[config.mk]
export PLATFORM = sky130hd
export DESIGN_NAME = flash_guard
export DESIGN_NICKNAME = d
export VERILOG_FILES = /design/src/rtl/flash_guard_pkg.sv /design/src/rtl/flash_guard_regs.sv /design/src/rtl/flash_guard_ctrl.sv /design/src/rtl/flash_guard.sv
export SDC_FILE = /design/constraint.sdc
export NUM_CORES = 1
export LEC_CHECK = 0
export ABC_AREA = 1
export BUFFER_PORTS_ARGS = -buffer_cell sky130_fd_sc_hd__buf_2
export CORE_ASPECT_RATIO = 0.75
export CORE_UTILIZATION = 48
export DETAILED_ROUTE_END_ITERATION = 10
export GPL_ROUTABILITY_DRIVEN = 0
export PLACE_DENSITY = 0.75
export SETUP_SLACK_MARGIN = 0.2
export SYNTH_ARGS = -nofsm -noshare
export SYNTH_HDL_FRONTEND = slang
export SYNTH_SLANG_ARGS = --single-unit
[constraint.sdc]
create_clock -name clk -period 2.2 [get_ports clk]
set_clock_uncertainty 0.15 [all_clocks]
set_input_delay 0.44 -clock clk [delete_from_list [all_inputs] [get_ports clk]]
set_output_delay 0.44 -clock clk [all_outputs]
set_load 0.005 [all_outputs]
[src/rtl/flash_guard_pkg.sv]
package flash_guard_pkg;

  // register addresses (block registers start at BLK_BASE)
  localparam int CTRL_ADDR = 0;
  localparam int STAT_ADDR = 1;
  localparam int BLK_BASE  = 2;

  // control register bit positions
  localparam int SWE_BIT   = 0;
  localparam int PROG_BIT  = 1;
  localparam int ERASE_BIT = 2;

  // status register bit position of the error flag
  localparam int ERR_BIT   = 7;

  typedef enum logic [1:0] {
    MODE_IDLE   = 2'd0,
    MODE_PROG   = 2'd1,
    MODE_ERASE  = 2'd2,
    MODE_LOCKED = 2'd3
  } guardMode_t;

  // strobes from control to datapath
  typedef struct packed {
    logic clear;
    logic wrCtrl;
    logic wrBlk;
  } regStrobe_t;

endpackage

[src/rtl/flash_guard_regs.sv]
module flash_guard_regs
  import flash_guard_pkg::*;
#(
  parameter int DATA_W   = 8,
  parameter int BLK_REGS = 2,
  parameter int ADDR_W   = 2,
  localparam int NUM_BLOCKS = DATA_W * BLK_REGS
) (
  input  logic                  clk,
  input  logic                  rstN,
  input  regStrobe_t            strb,
  input  logic [ADDR_W-1:0]     regAddr,
  input  logic [DATA_W-1:0]     wrData,
  input  logic                  eraseActive,
  input  logic                  errFlag,
  output logic                  swe,
  output logic                  progBit,
  output logic                  eraseBit,
  output logic [NUM_BLOCKS-1:0] blkAll,
  output logic [DATA_W-1:0]     rdData,
  output logic [NUM_BLOCKS-1:0] eraseMask
);

  logic [2:0] ctrlReg;
  logic [BLK_REGS-1:0][DATA_W-1:0] blkReg;

  always_ff @(posedge clk or negedge rstN) begin
    if (!rstN)             ctrlReg <= '0;
    else if (strb.clear)   ctrlReg <= '0;
    else if (strb.wrCtrl)  ctrlReg <= {wrData[ERASE_BIT], wrData[PROG_BIT], wrData[SWE_BIT]};
  end

  generate
    for (genvar g = 0; g < BLK_REGS; g++) begin : gBlk
      always_ff @(posedge clk or negedge rstN) begin
        if (!rstN)           blkReg[g] <= '0;
        else if (strb.clear) blkReg[g] <= '0;
        else if (strb.wrBlk && (int'(regAddr) == BLK_BASE + g))
          blkReg[g] <= wrData;
      end
    end
  endgenerate

  assign swe      = ctrlReg[0];
  assign progBit  = ctrlReg[1];
  assign eraseBit = ctrlReg[2];
  assign blkAll   = blkReg;

  always_comb begin
    rdData = '0;
    if (int'(regAddr) == CTRL_ADDR) begin
      rdData[SWE_BIT]   = ctrlReg[0];
      rdData[PROG_BIT]  = ctrlReg[1];
      rdData[ERASE_BIT] = ctrlReg[2];
    end else if (int'(regAddr) == STAT_ADDR) begin
      rdData[ERR_BIT] = errFlag;
    end
    for (int g = 0; g < BLK_REGS; g++) begin
      if (int'(regAddr) == BLK_BASE + g) rdData = blkReg[g];
    end
  end

  assign eraseMask = blkAll & {NUM_BLOCKS{eraseActive}};

endmodule

[src/rtl/flash_guard_ctrl.sv]
module flash_guard_ctrl
  import flash_guard_pkg::*;
#(
  parameter int NUM_BLOCKS = 16,
  parameter int BLK_REGS   = 2,
  parameter int ADDR_W     = 2
) (
  input  logic                  clk,
  input  logic                  rstN,
  input  logic                  standby,
  input  logic                  wrEn,
  input  logic [ADDR_W-1:0]     regAddr,
  input  logic                  swe,
  input  logic                  progBit,
  input  logic                  eraseBit,
  input  logic [NUM_BLOCKS-1:0] blkAll,
  input  logic                  flashRead,
  input  logic                  excEntry,
  input  logic                  sleepEntry,
  input  logic                  dmaGrant,
  output regStrobe_t            strb,
  output logic                  progActive,
  output logic                  eraseActive,
  output logic                  errFlag
);

  guardMode_t mode;
  logic anyEvent;
  logic opRunning;

  // write decode; standby blocks every write and forces a clear
  always_comb begin
    strb.clear  = standby;
    strb.wrCtrl = wrEn && !standby && (int'(regAddr) == CTRL_ADDR);
    strb.wrBlk  = wrEn && !standby && (int'(regAddr) >= BLK_BASE)
                  && (int'(regAddr) < BLK_BASE + BLK_REGS);
  end

  // mode selection: hardware, error, then software protection
  always_comb begin
    if (standby)                              mode = MODE_IDLE;
    else if (errFlag)                         mode = MODE_LOCKED;
    else if (!swe)                            mode = MODE_IDLE;
    else if (progBit && !eraseBit)            mode = MODE_PROG;
    else if (eraseBit && !progBit && |blkAll) mode = MODE_ERASE;
    else                                      mode = MODE_IDLE;
  end

  assign progActive  = (mode == MODE_PROG);
  assign eraseActive = (mode == MODE_ERASE);
  assign opRunning   = progActive || eraseActive;
  assign anyEvent    = flashRead || excEntry || sleepEntry || dmaGrant;

  always_ff @(posedge clk or negedge rstN) begin
    if (!rstN)                        errFlag <= 1'b0;
    else if (standby)                 errFlag <= 1'b0;
    else if (anyEvent && opRunning)   errFlag <= 1'b1;
  end

endmodule

[src/rtl/flash_guard.sv]
module flash_guard
  import flash_guard_pkg::*;
#(
  parameter int DATA_W   = 8,
  parameter int BLK_REGS = 2,
  localparam int NUM_BLOCKS = DATA_W * BLK_REGS,
  localparam int ADDR_W     = $clog2(BLK_BASE + BLK_REGS)
) (
  input  logic                  clk,
  input  logic                  rstN,
  input  logic                  standby,
  input  logic                  wrEn,
  input  logic [ADDR_W-1:0]     regAddr,
  input  logic [DATA_W-1:0]     wrData,
  output logic [DATA_W-1:0]     rdData,
  input  logic                  flashRead,
  input  logic                  excEntry,
  input  logic                  sleepEntry,
  input  logic                  dmaGrant,
  output logic                  progActive,
  output logic                  eraseActive,
  output logic [NUM_BLOCKS-1:0] eraseMask,
  output logic                  errFlag
);

  regStrobe_t strb;
  logic swe, progBit, eraseBit;
  logic [NUM_BLOCKS-1:0] blkAll;

  flash_guard_ctrl #(
    .NUM_BLOCKS(NUM_BLOCKS), .BLK_REGS(BLK_REGS), .ADDR_W(ADDR_W)
  ) u_ctrl (
    .clk(clk), .rstN(rstN), .standby(standby), .wrEn(wrEn), .regAddr(regAddr),
    .swe(swe), .progBit(progBit), .eraseBit(eraseBit), .blkAll(blkAll),
    .flashRead(flashRead), .excEntry(excEntry), .sleepEntry(sleepEntry),
    .dmaGrant(dmaGrant), .strb(strb), .progActive(progActive),
    .eraseActive(eraseActive), .errFlag(errFlag)
  );

  flash_guard_regs #(
    .DATA_W(DATA_W), .BLK_REGS(BLK_REGS), .ADDR_W(ADDR_W)
  ) u_regs (
    .clk(clk), .rstN(rstN), .strb(strb), .regAddr(regAddr), .wrData(wrData),
    .eraseActive(eraseActive), .errFlag(errFlag), .swe(swe), .progBit(progBit),
    .eraseBit(eraseBit), .blkAll(blkAll), .rdData(rdData), .eraseMask(eraseMask)
  );

endmodule

Word-level counts from Yosys, hierarchy flattened --
Index checks and enable logic that the tools add are counted.
Cells by class: bitwise gates (word level) 1, $lt $le $gt $ge 1, equality and inequality tests 5, reduce and logical (&&, ||, !) cells 22, multiplexer cells 18
Operators with widths (count):
- $mux W8 | 6
- $and A16 B16 Y16 | 1
- $reduce_or A16 Y1 | 1
- $mux W2 | 5
- $logic_and A1 B1 Y1 | 9
- $mux W3 | 3
- $reduce_bool A2 Y1 | 4
- $eq A2 B2 Y1 const B | 3
- $eq A2 B1 Y1 const B | 2
- $logic_or A1 B1 Y1 | 4
- $mux W1 | 4
- $logic_not A1 Y1 | 3
- $ge A2 B2 Y1 const B | 1
- $logic_not A2 Y1 | 1
Word-level totals: input port bits 18, register bits 20, word-level logic and storage cells 51

Longest topological paths before layout --
depth after elaboration 13, depth in mapped cells 11

Modules after synthesis --
A second synthesis with hierarchy kept.
Second synthesis, totals: cells, all modules 208, area total of the unflattened synthesis 1322.5 um^2
Modules (own cells, without submodules):
- flash_guard_regs | area each 1118.6 um^2, times used 1, cells each 169
- flash_guard_ctrl | area each 203.9 um^2, times used 1, cells each 39

Worst setup path before layout --
No wires, ideal clock.
path type flip-flop to output port, from reg u_regs.ctrlReg[1], to out eraseMask[0], data arrival time 1.556 ns, cell stages (with the launch flop) 9, setup slack 0.054 ns, buffers on the path 2, data required time 1.610 ns, cells stage by stage dfrtp_1 > nor3_1 > nand2_1 > a21oi_1 > ha_1 > clkbuf_1 > clkbuf_1 > nand2_1 > inv_1
Between the ends: cells in the longest elaborated chain, start to end 10
RTL lines:
- start: declaration | RTL line flash_guard_regs.sv:24 | logic [2:0] ctrlReg;
- start signal: assignment | RTL line flash_guard_regs.sv:30 | else if (strb.wrCtrl) ctrlReg <= {wrData[ERASE_BIT], wrData[PROG_BIT], wrData[SWE_BIT]};
- $logic_not A1 Y1 | RTL line flash_guard_ctrl.sv:45 | else if (eraseBit && !progBit && |blkAll) mode = MODE_ERASE;
- $logic_and A1 B1 Y1 (2 in series) | RTL line flash_guard_ctrl.sv:45
- $mux W2 | RTL line flash_guard_ctrl.sv:45
- $mux W2 * | RTL line flash_guard_ctrl.sv:44 | else if (progBit && !eraseBit) mode = MODE_PROG;
- $mux W2 * | RTL line flash_guard_ctrl.sv:43 | else if (!swe) mode = MODE_IDLE;
- $mux W2 * | RTL line flash_guard_ctrl.sv:42 | else if (errFlag) mode = MODE_LOCKED;
- $mux W2 * | RTL line flash_guard_ctrl.sv:41 | if (standby) mode = MODE_IDLE;
- $eq A2 B2 Y1 * | RTL line flash_guard_ctrl.sv:50 | assign eraseActive = (mode == MODE_ERASE);
- via eraseActive | RTL line flash_guard.sv:21 | output logic eraseActive,
- $and A16 B16 Y16 * | RTL line flash_guard_regs.sv:63 | assign eraseMask = blkAll & {NUM_BLOCKS{eraseActive}};
- end: declaration | RTL line flash_guard.sv:22 | output logic [NUM_BLOCKS-1:0] eraseMask,
Mark *: on every way through the listed nets, which the timed path passes. The rest lies on a longest branch.

Worst setup path after layout --
from reg u_regs.blkReg (netlist bit u_regs.blkAll[8]), to out eraseMask[8]
Between the ends: cells in the longest elaborated chain, start to end 9
RTL lines:
- start: declaration | RTL line flash_guard_regs.sv:25 | logic [BLK_REGS-1:0][DATA_W-1:0] blkReg;
- start signal: indexed assignment | RTL line flash_guard_regs.sv:39 | blkReg[g] <= wrData;
- $reduce_or A16 Y1 | RTL line flash_guard_ctrl.sv:45
- $logic_and A1 B1 Y1 | RTL line flash_guard_ctrl.sv:45
- $mux W2 | RTL line flash_guard_ctrl.sv:45
- $mux W2 | RTL line flash_guard_ctrl.sv:44
- $mux W2 | RTL line flash_guard_ctrl.sv:43
- $mux W2 | RTL line flash_guard_ctrl.sv:42
- $mux W2 | RTL line flash_guard_ctrl.sv:41
- $eq A2 B2 Y1 | RTL line flash_guard_ctrl.sv:50
- $and A16 B16 Y16 * | RTL line flash_guard_regs.sv:63
Every way passes the cells marked *; elsewhere a longest branch is shown, timed or not.

==> qor.tcl <==
set qor(post_dp_cell_area_um2) 1470
set qor(result_of_the_run) {finished, violations left}
set qor(port_buffers) 44
set qor(sequential_cell_area_um2) 500
set qor(layout_worst_path_cycle_share_pct) 106
set qor(clk_pin_slew_worst_paths_ps) 120
set qor(layout.filler_cells) 189
set qor(wire_length_of_the_first_global_routing_pass_mm) 5.02
set qor(postSynthAreaPerCell_um2) 6.70
set qor(worst_slew_margin_rel_pct) 68.9
set qor(clock-sinks) 20
set qor(dr.pass1.iters) 4
set qor(placement_rows) 15
set qor(worst_path_largest_cell_delay_ps) 420
set qor(ys.warnings.count) 0
set qor(largest_net_degree_at_the_start_of_global_routing) 21
set qor(crit_path_end_kind) {output port}
set qor(worst_slack_ps) -139
set qor(die_y_um) 45.7
set qor(timing.hold.worst.class) {in2reg}
set qor(critical_path.cell_chain) {nor2_1, nand2_1, nor2_1, nand2_1, nand2_2, a21oi_4, ha_4, buf_12, nand2_1, inv_1, buf_2}
set qor(cts_max_path_buffers) 2
set qor(layout-drive-gt1-share_pct) 32.6
set qor(syn_inst) 182
set qor(max_capacitance_violation_total) 0
set qor(final-hold-violation-count) 0
set qor(cell_seen_most_often_among_critical_path_stages) {sky130_fd_sc_hd__nand2_1}
set qor(area.growth.synth_to_final_pct) 36.4
set qor(grt_util_all_layers_pct) 25.9
set qor(initial_core_util_pct) 52.0
set qor(synthesis.area_um2) 1220
set qor(multi_input_comb_area_um2) 562
set qor(ant_nets) 0
set qor(worst_setup_path_class) {reg2out}
set qor(worstSkewPairLatency_ps) 300
set qor(drt-initial-drc-count) 50
set qor(critical_path_arrival_ps) 1750
set qor(sequential_element_share_of_the_synthesized_area_pct) 41.0
set qor(postSynthRegisterBits) 20
set qor(floorplan.core_area_um2) 2350
set qor(highest_ir_drop_seen_on_vdd_v) 0.000409
set qor(drt_wl_total_mm) 3.41
set qor(wire_per_inst_um) 12.5
set qor(rsz0062_at_grt) {yes}
set qor(fmax_mhz) 427
set qor(post_synthesis_net_count) 201
set qor(finish_stage_setup_viols) 17
set qor(dp_hpwl_mm) 2.26
set qor(synth_cell_types) 19
set qor(final-instance-count-excl-fill) 273
set qor(cts_tree) {built}
set qor(dp_cells) 258
set qor(fin_nets) 259
set qor(io-pin-count) 45
set qor(grt_overflow_total) 0
set qor(num_antenna_cells) 0
set qor(fin_crit_ps) 2340
set qor(synth.largest_area_cell) {sky130_fd_sc_hd__dfrtp_1}
set qor(power.static_leakage_nw) 1.01
set qor(fp.dieW_um) 60.2
set qor(slew_violations) 0
set qor(synth_top_area_share_pct) 41.0
set qor(numCtsBuffers) 3
set qor(setup.worst_path.start_class) {flop}
set qor(remaining_drc_errors) 0
set qor(crit_path_top_delay_cell) {sky130_fd_sc_hd__dfrtp_1}
set qor(layout.cell_area.non_filler_um2) 1660
set qor(initial_antenna_violation_count) 0
set qor(failed_checks) {setup timing}
set qor(design.die.area_um2) 2750
set qor(peak_fanout_along_the_critical_path) 9
set qor(timing.critical_path.required_ps) 1610
set qor(num_vias) 1321
set qor(synth_area_leaders) {sky130_fd_sc_hd__dfrtp_1 (41%), sky130_fd_sc_hd__inv_1 (14%), sky130_fd_sc_hd__nand2_1 (14%)}
set qor(max_slew.worst_pin.slew_ps) 467
set qor(ctsHtreeMaxLevel) 1
set qor(viasPerCell) 4.84
set qor(ctsRootBufferMaster) {sky130_fd_sc_hd__clkbuf_4}
set qor(vias_in_the_first_global_route) 1134
set qor(power.density_cell_area_nw_per_um2) 521
==> path summary, 6_finish.rpt <==
| check | startpoint | end | slack [ps] | cells past startpoint |
|---|---|---|---|---|
| hold reg to reg | u_regs.blkAll[10]$_DFFE_PN0P_ | u_regs.blkAll[10]$_DFFE_PN0P_ | 450 | 2 |
| setup reg to reg | u_regs.blkAll[8]$_DFFE_PN0P_ | u_ctrl.errFlag$_DFFE_PN0P_ | 620 | 10 |
| max in group asynchronous | rstN | u_regs.blkAll[3]$_DFFE_PN0P_ | 1120 | 2 |
| hold / removal | standby | u_ctrl.errFlag$_DFFE_PN0P_ | 210 | 2 |
| min in group asynchronous | rstN | u_regs.blkAll[1]$_DFFE_PN0P_ | 450 | 2 |
| setup / recovery | u_regs.blkAll[8]$_DFFE_PN0P_ | eraseMask[8] | -140 | 11 |
==> state kept, by name (all words and copies together) (netlist names) <==
register	cells
u_ctrl.errFlag	1
u_regs.blkAll	16
u_regs.ctrlReg	3
==> synthesized netlist by cell type <==
cell type / count
sky130_fd_sc_hd__buf_6: 1
sky130_fd_sc_hd__a21oi_1: 2
sky130_fd_sc_hd__nand3_1: 1
sky130_fd_sc_hd__nor3_1: 2
sky130_fd_sc_hd__o21ai_0: 18
sky130_fd_sc_hd__nor2_1: 24
sky130_fd_sc_hd__o21ai_2: 3
sky130_fd_sc_hd__o21ai_4: 1
sky130_fd_sc_hd__nor2_2: 2
sky130_fd_sc_hd__o221ai_1: 4
sky130_fd_sc_hd__nand2_1: 47
sky130_fd_sc_hd__inv_1: 47
sky130_fd_sc_hd__inv_2: 1
sky130_fd_sc_hd__nand2_2: 1
sky130_fd_sc_hd__dfrtp_1: 20
sky130_fd_sc_hd__buf_2: 1
sky130_fd_sc_hd__ha_1: 1
sky130_fd_sc_hd__clkbuf_1: 2
sky130_fd_sc_hd__o22ai_1: 4
==> layer usage <==
metal,routed length [um],vias to the layer above,GRT usage (%)
met3,196,2,6.82
met5,0,-,0
li1,-,663,-
met2,1700,44,41.8
met1,1490,612,33.4
met4,14,0,10.2
==> critical path, delay by kind of cell, from the launching register on <==
kind                     cells  cell delay (ps)
AND/OR/NAND/NOR              6              500
flip-flops                   1              420
buffers and inverters        3              290
adder cells (fa/ha/maj)      1              170
AO/OA/AOI/OAI                1               60
==> through the flow <==
stage | util (%) | power [mW] | setup TNS (ps) | hold slack, ps | setup slack, ps
final | 70.9 | 0.868 | -1820 | 209 | -139
after global placement | 62.8 | 0.597 | 0 | 263 | 10.3
after CTS | 68.3 | 0.854 | -1640 | 174 | -107
after global routing | 70.9 | 0.913 | -3410 | 201 | -224
after floorplan | - | 0.529 | 0 | -5.59 | 214
after detailed placement | 62.8 | 0.602 | -1690 | 273 | -117
==> cells by family (layout without fill, tap and decap cells) <==
group                      Yosys count  after routing  share of synthesized area (%)
AOI/OAI and AO/OA                   32             32                           16.6
adders and majority gates            1              1                           1.03
buffers and inverters               52            109                           16.7
DFF                                 20             20                           41.0
and+or+nand+nor                     77             77                           24.6
==> cells in the final DEF, fill, tap and decap left out, types with 2 or more instances in the layout <==
master                     netlist  layout
sky130_fd_sc_hd__nand2_2         1       6
sky130_fd_sc_hd__clkbuf_4        0       3
sky130_fd_sc_hd__nand2_1        47      42
sky130_fd_sc_hd__nor2_2          2       2
sky130_fd_sc_hd__o221ai_1        4       4
sky130_fd_sc_hd__buf_4           0      10
sky130_fd_sc_hd__nor3_2          0       2
sky130_fd_sc_hd__inv_1          47      46
sky130_fd_sc_hd__dfrtp_1        20      20
sky130_fd_sc_hd__nor2_1         24      24
sky130_fd_sc_hd__o22ai_1         4       4
sky130_fd_sc_hd__o21ai_2         3       3
sky130_fd_sc_hd__buf_2           1      43
sky130_fd_sc_hd__inv_2           1       2
sky130_fd_sc_hd__o21ai_0        18      17
sky130_fd_sc_hd__buf_6           1       2
==> layout make-up <==
type	instances	area share (%)
multi-input combinational	110	33.8
timing repair buffer	57	20.6
clock buffer	4	2.18
tap	34	2.56
sequential	20	30.1
inverter	48	10.8
==> power breakdown <==
part,internal (mW),switching [mW]
registers,0.393,0.0218
clock network,0.101,0.120
logic,0.100,0.132
total,0.594,0.274
==> what timing repair did <==
| item | 4_1_cts | 5_1_grt |
|---|---|---|
| pin swaps | 5 | 0 |
| hold buffers | 1 | 0 |
| setup endpoints to repair | 18 | 18 |
| endpoints found under the hold margin | 20 | 0 |
| buffers inserted | 5 | 5 |
| resized for setup | 10 | 6 |
Note: power is estimated with default switching activity, not from simulation.
